===== src/rtl/pac_pkg.sv =====
package pac_pkg;
    localparam int PERM_W  = 3;
    localparam int CAUSE_W = 4;

    localparam int P_RD = 0;
    localparam int P_WR = 1;
    localparam int P_EX = 2;

    localparam int C_NXG   = 0;
    localparam int C_AUTH  = 1;
    localparam int C_KEY   = 2;
    localparam int C_STORE = 3;

    localparam logic [PERM_W-1:0] PERM_NONE = 3'b000;
    localparam logic [PERM_W-1:0] PERM_RX   = 3'b101;
    localparam logic [PERM_W-1:0] PERM_RW   = 3'b011;
    localparam logic [PERM_W-1:0] PERM_ALL  = 3'b111;

    typedef enum logic [1:0] {
        ACC_FETCH = 2'd0,
        ACC_LOAD  = 2'd1,
        ACC_STORE = 2'd2,
        ACC_ALT   = 2'd3
    } acc_e;

    typedef struct packed {
        logic               valid;
        logic [PERM_W-1:0]  perm;
        logic               grant;
        logic [CAUSE_W-1:0] cause;
    } result_t;
endpackage


===== src/rtl/pac_guard_src.sv =====
module pac_guard_src
    import pac_pkg::*;
(
    input  logic              noexec,
    input  logic              guarded,
    output logic [PERM_W-1:0] allow
);
    always_comb begin
        allow = PERM_ALL;
        if (noexec || guarded) allow = PERM_RW;
    end
endmodule


===== src/rtl/pac_auth_src.sv =====
module pac_auth_src
    import pac_pkg::*;
(
    input  logic              user_mode,
    input  logic              key_sup,
    input  logic              key_user,
    input  logic [2:0]        code,
    output logic [PERM_W-1:0] allow
);
    logic eff_key;

    always_comb begin
        eff_key = user_mode ? key_user : key_sup;
        allow   = PERM_NONE;
        if (!eff_key) begin
            unique case (code)
                3'd0, 3'd1, 3'd2, 3'd6: allow = PERM_ALL;
                3'd3, 3'd5:             allow = PERM_RX;
                default:                allow = PERM_NONE;
            endcase
        end else begin
            unique case (code)
                3'd2:             allow = PERM_ALL;
                3'd1, 3'd3, 3'd5: allow = PERM_RX;
                default:          allow = PERM_NONE;
            endcase
        end
    end
endmodule


===== src/rtl/pac_key_src.sv =====
module pac_key_src
    import pac_pkg::*;
#(
    parameter int NUM_KEYS = 32,
    parameter bit KEY_EN   = 1'b1,
    localparam int KEY_W   = $clog2(NUM_KEYS),
    localparam int MASK_W  = 2 * NUM_KEYS,
    localparam int IDX_W   = KEY_W + 1
) (
    input  logic [KEY_W-1:0]  ckey,
    input  logic [MASK_W-1:0] dmask,
    input  logic [MASK_W-1:0] imask,
    input  logic              imask_en,
    output logic [PERM_W-1:0] allow
);
    generate
        if (KEY_EN) begin : g_keyed
            logic [IDX_W-1:0] base;
            logic [1:0]       dfield;
            logic             ibit;
            always_comb begin
                // field for key k sits at 2*(NUM_KEYS-1-k); ~k equals NUM_KEYS-1-k
                base   = {~ckey, 1'b0};
                dfield = dmask[base +: 2];
                ibit   = imask[base];
                allow  = PERM_ALL;
                if (dfield[1])           allow[P_WR] = 1'b0;
                if (dfield[0])           allow[P_RD] = 1'b0;
                if (imask_en && ibit)    allow[P_EX] = 1'b0;
            end
        end else begin : g_open
            logic unused_in;
            assign unused_in = ^{ckey, dmask, imask, imask_en};
            assign allow = PERM_ALL;
        end
    endgenerate
endmodule


===== src/rtl/page_perm_check.sv =====
module page_perm_check
    import pac_pkg::*;
#(
    parameter int NUM_KEYS = 32,
    parameter bit KEY_EN   = 1'b1,
    localparam int KEY_W   = $clog2(NUM_KEYS),
    localparam int MASK_W  = 2 * NUM_KEYS
) (
    input  logic               clk,
    input  logic               rst_n,
    input  logic               req_valid,
    input  logic [1:0]         acc_type,
    input  logic               user_mode,
    input  logic               seg_key_sup,
    input  logic               seg_key_user,
    input  logic               pte_noexec,
    input  logic               pte_guard,
    input  logic [1:0]         pte_pp,
    input  logic               pte_pp_hi,
    input  logic [KEY_W-1:0]   pte_ckey,
    input  logic [MASK_W-1:0]  dmask,
    input  logic [MASK_W-1:0]  imask,
    input  logic               imask_en,
    output logic               rsp_valid,
    output logic [PERM_W-1:0]  perm,
    output logic               grant,
    output logic [CAUSE_W-1:0] cause
);
    logic [PERM_W-1:0] guard_allow, auth_allow, key_allow;
    logic [PERM_W-1:0] need, combined;
    result_t res_d, res_q;

    pac_guard_src u_guard (
        .noexec (pte_noexec),
        .guarded(pte_guard),
        .allow  (guard_allow)
    );

    pac_auth_src u_auth (
        .user_mode(user_mode),
        .key_sup  (seg_key_sup),
        .key_user (seg_key_user),
        .code     ({pte_pp_hi, pte_pp}),
        .allow    (auth_allow)
    );

    pac_key_src #(
        .NUM_KEYS(NUM_KEYS),
        .KEY_EN  (KEY_EN)
    ) u_key (
        .ckey    (pte_ckey),
        .dmask   (dmask),
        .imask   (imask),
        .imask_en(imask_en),
        .allow   (key_allow)
    );

    always_comb begin
        unique case (acc_e'(acc_type))
            ACC_FETCH: need = 3'b100;
            ACC_STORE: need = 3'b010;
            default:   need = 3'b001;
        endcase
        combined    = guard_allow & auth_allow & key_allow;
        res_d       = '0;
        res_d.valid = req_valid;
        res_d.perm  = combined;
        res_d.grant = (need & ~combined) == '0;
        if (!res_d.grant) begin
            if (acc_e'(acc_type) == ACC_FETCH) begin
                if (!guard_allow[P_EX])     res_d.cause[C_NXG]  = 1'b1;
                else if (!auth_allow[P_EX]) res_d.cause[C_AUTH] = 1'b1;
                if (!key_allow[P_EX])       res_d.cause[C_KEY]  = 1'b1;
            end else begin
                if ((need & ~auth_allow) != '0) res_d.cause[C_AUTH] = 1'b1;
                if ((need & ~key_allow) != '0)  res_d.cause[C_KEY]  = 1'b1;
                if (acc_e'(acc_type) == ACC_STORE) res_d.cause[C_STORE] = 1'b1;
            end
        end
    end

    always_ff @(posedge clk) begin
        if (!rst_n) res_q <= '0;
        else        res_q <= res_d;
    end

    assign rsp_valid = res_q.valid;
    assign perm      = res_q.perm;
    assign grant     = res_q.grant;
    assign cause     = res_q.cause;

    assert_rsp_follows_req_R1: assert property (@(posedge clk) disable iff (!rst_n)
        req_valid |=> rsp_valid);
    assert_rsp_only_after_req_R1: assert property (@(posedge clk) disable iff (!rst_n)
        !req_valid |=> !rsp_valid);
    assert_guard_strips_exec_R2: assert property (@(posedge clk) disable iff (!rst_n)
        rsp_valid && $past(pte_noexec || pte_guard) |-> !perm[P_EX]);
    assert_fetch_no_store_R9: assert property (@(posedge clk) disable iff (!rst_n)
        rsp_valid && ($past(acc_type) == 2'd0) |-> !cause[C_STORE]);
    assert_grant_clean_R10: assert property (@(posedge clk) disable iff (!rst_n)
        rsp_valid && grant |-> cause == '0);
    assert_deny_has_cause_R10: assert property (@(posedge clk) disable iff (!rst_n)
        rsp_valid && !grant |-> cause != '0);
    assert_store_flag_R10: assert property (@(posedge clk) disable iff (!rst_n)
        rsp_valid && !grant && ($past(acc_type) == 2'd2) |-> cause[C_STORE]);
endmodule


===== config.mk =====
export PLATFORM = sky130hd
export DESIGN_NAME = page_perm_check
export DESIGN_NICKNAME = d
export VERILOG_FILES = /design/src/rtl/pac_pkg.sv /design/src/rtl/pac_guard_src.sv /design/src/rtl/pac_auth_src.sv /design/src/rtl/pac_key_src.sv /design/src/rtl/page_perm_check.sv
export SDC_FILE = /design/constraint.sdc
export NUM_CORES = 1
export LEC_CHECK = 0
export CORE_MARGIN = 1
export CORE_UTILIZATION = 25
export DETAILED_ROUTE_END_ITERATION = 8
export PLACE_DENSITY = 0.81
export SYNTH_ARGS = -nofsm -noshare
export SYNTH_HDL_FRONTEND = slang
export SYNTH_HIERARCHICAL = 1
export SYNTH_SLANG_ARGS = --single-unit

===== constraint.sdc =====
create_clock -name clk -period 2.8 [get_ports clk]
set_clock_uncertainty 0.15 [all_clocks]
set_input_delay 0.42 -clock clk [delete_from_list [all_inputs] [get_ports clk]]
set_output_delay 0.42 -clock clk [all_outputs]
set_load 0.005 [all_outputs]

==> metrics.txt <==
# TYPE chip_impl_metric gauge
chip_impl_metric{name="dp_cells",unit=""} 267
chip_impl_metric{name="fp-row-count",unit=""} 24
chip_impl_info{name="timing.critical_path.to_type",value="register"} 1
chip_impl_metric{name="critPathMaxStageDelay",unit="ns"} 0.50
chip_impl_info{name="status",value="finished with violations"} 1
chip_impl_metric{name="layout-drive-gt1-share",unit="%"} 22.3
chip_impl_metric{name="portBuffers",unit=""} 123
chip_impl_metric{name="flow.area_growth_from_synthesis",unit="%"} 118
chip_impl_metric{name="grt_overflow_total",unit=""} 0
chip_impl_info{name="criticalPathCategory",value="primary input to register"} 1
chip_impl_info{name="worstPathCellList",value="clkdlybuf4s50_1, buf_12, buf_4, mux4_2, mux4_2, mux2i_1, nand3_1, a221oi_2"} 1
chip_impl_metric{name="average_wire_per_standard_cell",unit="um"} 14.3
chip_impl_metric{name="firstDrtPassIters",unit=""} 6
chip_impl_metric{name="hold-path-cell-count",unit=""} 2
chip_impl_metric{name="detail_route.iter0.violations",unit=""} 27
chip_impl_metric{name="vdd_ir_drop_max",unit="V"} 0.000121
chip_impl_info{name="critical_path.startpoint_type",value="primary input"} 1
chip_impl_metric{name="initial_core_utilization",unit="%"} 26.6
chip_impl_metric{name="fp.coreArea",unit="um2"} 4440
chip_impl_info{name="critical_path_most_common_cell",value="sky130_fd_sc_hd__mux4_2"} 1
chip_impl_metric{name="floorplan.io_pins",unit=""} 156
chip_impl_metric{name="seq_area_frac_synth",unit="%"} 15.2
chip_impl_metric{name="nets",unit=""} 368
chip_impl_metric{name="tritoncts.num_buffers",unit=""} 3
chip_impl_metric{name="setup-violations-final",unit=""} 0
chip_impl_metric{name="htree_levels",unit=""} 1
chip_impl_metric{name="dieWidth",unit="um"} 70.8
chip_impl_metric{name="cp_data_arrival_time",unit="ns"} 2.58
chip_impl_info{name="commonest_non_fill_non_tap_cells_in_the_layout",value="sky130_fd_sc_hd__clkdlybuf4s50_1, sky130_fd_sc_hd__mux4_2, sky130_fd_sc_hd__dfxtp_1, sky130_fd_sc_hd__buf_4, sky130_fd_sc_hd__nor2_1"} 1
chip_impl_metric{name="floorplan.die_area",unit="um2"} 5010
chip_impl_metric{name="yosysWarnings",unit=""} 6
chip_impl_metric{name="syn-instance-count",unit=""} 93
chip_impl_metric{name="dp.final_hpwl",unit="um"} 3530
chip_impl_info{name="failed_checks",value="design-rule violations"} 1
chip_impl_metric{name="grt_antenna_before_repair",unit=""} 0
chip_impl_info{name="leading_post_synthesis_cells_by_cell_area",value="sky130_fd_sc_hd__mux4_2, sky130_fd_sc_hd__dfxtp_1, sky130_fd_sc_hd__mux2i_1"} 1
chip_impl_metric{name="count_of_hold_buffers_inserted_by_post_cts_repair",unit=""} 0
chip_impl_metric{name="postSynthRegisterBits",unit=""} 9
chip_impl_metric{name="synth_area_per_cell",unit="um2"} 12.7
chip_impl_metric{name="groute.usage.overall",unit="%"} 16.4
chip_impl_metric{name="power.density",unit="nW/um2"} 244
chip_impl_metric{name="num_antenna_cells",unit=""} 0
chip_impl_metric{name="gp_congestion",unit=""} 0.748
chip_impl_info{name="timing.hold.worst.class",value="primary input to register"} 1
chip_impl_info{name="cp_top_family",value="multiplexers"} 1
chip_impl_metric{name="critical_path.max_fanout",unit=""} 18
chip_impl_metric{name="die_h",unit="um"} 70.8
chip_impl_metric{name="postRouteWirelength",unit="um"} 3900
chip_impl_metric{name="first_pass_grt_wire_length",unit="um"} 6360
chip_impl_metric{name="drc",unit=""} 8
chip_impl_metric{name="route.antenna.remaining_nets",unit=""} 0
chip_impl_metric{name="final_hold_viol_count",unit=""} 0
chip_impl_metric{name="fin_total_pwr",unit="uW"} 629
chip_impl_metric{name="cp.required",unit="ns"} 2.79
chip_impl_metric{name="layout_min_cycle_time",unit="ns"} 2.60
chip_impl_metric{name="drv_cap",unit=""} 0
chip_impl_metric{name="vias",unit=""} 1350
chip_impl_metric{name="placed_area",unit="um2"} 2490
chip_impl_metric{name="fin_cells",unit=""} 272
chip_impl_info{name="grt_setup_unrepaired",value="no"} 1
chip_impl_info{name="min_delay_worst_endpoint",value="rsp_valid"} 1
chip_impl_metric{name="clock_sinks",unit=""} 9
chip_impl_metric{name="cellLeakagePower",unit="uW"} 0.000958
chip_impl_metric{name="grt_start_max_net_pins",unit=""} 19
chip_impl_info{name="netlist.top_cell.by_area",value="sky130_fd_sc_hd__mux4_2"} 1
chip_impl_metric{name="synth.lib_cells_used.distinct",unit=""} 34
chip_impl_metric{name="viasPerCell",unit=""} 4.96
chip_impl_metric{name="grt_pass1_vias",unit=""} 1458
chip_impl_metric{name="design_area",unit="um2"} 2580
chip_impl_metric{name="timing.final.max_slew_violations",unit=""} 0
chip_impl_metric{name="cp_num_buf_inv",unit=""} 3
chip_impl_info{name="worstHoldStart",value="req_valid"} 1
chip_impl_metric{name="cts.reportedPaths.clkPinSlew",unit="ns"} 0.04
chip_impl_metric{name="post_synthesis_cell_area",unit="um2"} 1180
chip_impl_metric{name="synth_top_area_share",unit="%"} 51.4
chip_impl_info{name="worst_path_max_delay_cell",value="sky130_fd_sc_hd__clkdlybuf4s50_1"} 1
chip_impl_info{name="layout_commonest_cell",value="sky130_fd_sc_hd__clkdlybuf4s50_1"} 1
chip_impl_info{name="clock_tree_from_tritoncts",value="yes"} 1
chip_impl_metric{name="achievable-frequency",unit="MHz"} 385
chip_impl_metric{name="ctsLongestPathBuffers",unit=""} 2
chip_impl_metric{name="layout_worst_path_cycle_share",unit="%"} 92.7
chip_impl_info{name="clock_root_buffer",value="sky130_fd_sc_hd__clkbuf_8"} 1
-- cells by family after synthesis --
family	share of synthesized area, %
AOI/OAI and AO/OA	8.77
buffers and inverters	7.19
DFF	15.2
muxes	58.8
other	0.317
and+or+nand+nor	9.73
-- metrics by stage --
stage	util (%)	TNS, ns	hold WS (ns)	setup slack, ns
floorplan	-	0	0.348	0.178
global placement	56.0	-0.813	0.858	-0.246
detailed placement	56.0	-0.867	0.867	-0.264
CTS	57.5	0	0.636	0.00852
global route	58.1	0	0.652	0.0726
finish	58.1	0	0.636	0.203
-- timing repair --
item                       CTS  global route
buffers inserted             1             0
setup endpoints to repair    1             2
pin swaps                    0             3
gates resized for setup      3             5
-- worst max-delay path by stage --
stage / from / end / slack, ns / cells past startpoint
floorplan: pte_ckey[1] / cause[3] / 0.18 / 7
global placement: pte_ckey[0] / grant / -0.25 / 7
detailed placement: pte_ckey[0] / grant / -0.26 / 7
CTS: pte_ckey[0] / grant / 0.009 / 7
global route: pte_ckey[1] / grant / 0.07 / 10
finish: pte_ckey[1] / grant / 0.20 / 8
-- registers in the layout, summed over array words and instances, names as in the netlist --
name / count
rsp_valid: 1
perm: 3
grant: 1
cause: 4
-- routing by layer --
| layer | vias to the layer above | GRT usage (%) | part of all wire (%) |
|---|---|---|---|
| met2 | 73 | 31.3 | 56 |
| met1 | 625 | 17.1 | 34 |
| met3 | 8 | 2.99 | 8.1 |
| met5 | - | 0 | 0 |
| met4 | 0 | 7.78 | 2.3 |
| li1 | 644 | - | - |
-- power by group --
part / total, uW / internal (uW) / switching, uW
Combinational: 349 / 257 / 92.5
Clock: 142 / 98.5 / 43.8
Sequential: 138 / 136 / 1.52
Total: 629 / 492 / 138
-- final cells by class --
type                            count  area, um2
Timing Repair Buffer              133       1330
Multi-Input combinational cell     71        946
Tap cell                           52       65.1
Sequential cell                     9        180
Fill cell                         377       1860
Clock buffer                        4       45.0
Inverter                            3       11.3
-- synthesized netlist by cell type --
| master | instances |
|---|---|
| sky130_fd_sc_hd__mux4_2 | 27 |
| sky130_fd_sc_hd__dfxtp_1 | 9 |
| sky130_fd_sc_hd__mux2i_1 | 5 |
| sky130_fd_sc_hd__nor2_1 | 5 |
| sky130_fd_sc_hd__buf_4 | 4 |
| sky130_fd_sc_hd__inv_1 | 3 |
| sky130_fd_sc_hd__a21o_1 | 2 |
| sky130_fd_sc_hd__a21oi_2 | 2 |
| sky130_fd_sc_hd__a221oi_1 | 2 |
| sky130_fd_sc_hd__buf_1 | 2 |
| sky130_fd_sc_hd__buf_2 | 2 |
| sky130_fd_sc_hd__buf_6 | 2 |
| sky130_fd_sc_hd__mux2_2 | 2 |
| sky130_fd_sc_hd__nand2_1 | 2 |
| sky130_fd_sc_hd__nand2b_1 | 2 |
| sky130_fd_sc_hd__nand3_1 | 2 |
| sky130_fd_sc_hd__nand4_1 | 2 |
| sky130_fd_sc_hd__o22ai_1 | 2 |
| sky130_fd_sc_hd__a211o_1 | 1 |
| sky130_fd_sc_hd__a211oi_1 | 1 |
| sky130_fd_sc_hd__a31oi_1 | 1 |
| sky130_fd_sc_hd__and2_1 | 1 |
| sky130_fd_sc_hd__and4_1 | 1 |
| sky130_fd_sc_hd__and4b_2 | 1 |
| sky130_fd_sc_hd__clkbuf_1 | 1 |
| sky130_fd_sc_hd__conb_1 | 1 |
| sky130_fd_sc_hd__mux2_4 | 1 |
| sky130_fd_sc_hd__nand3b_1 | 1 |
| sky130_fd_sc_hd__nor2b_2 | 1 |
| sky130_fd_sc_hd__nor3_1 | 1 |
| sky130_fd_sc_hd__nor4_1 | 1 |
| sky130_fd_sc_hd__o21ai_0 | 1 |
| sky130_fd_sc_hd__o21ai_1 | 1 |
| sky130_fd_sc_hd__o221ai_1 | 1 |
Note: power is estimated with default switching activity, not from simulation.
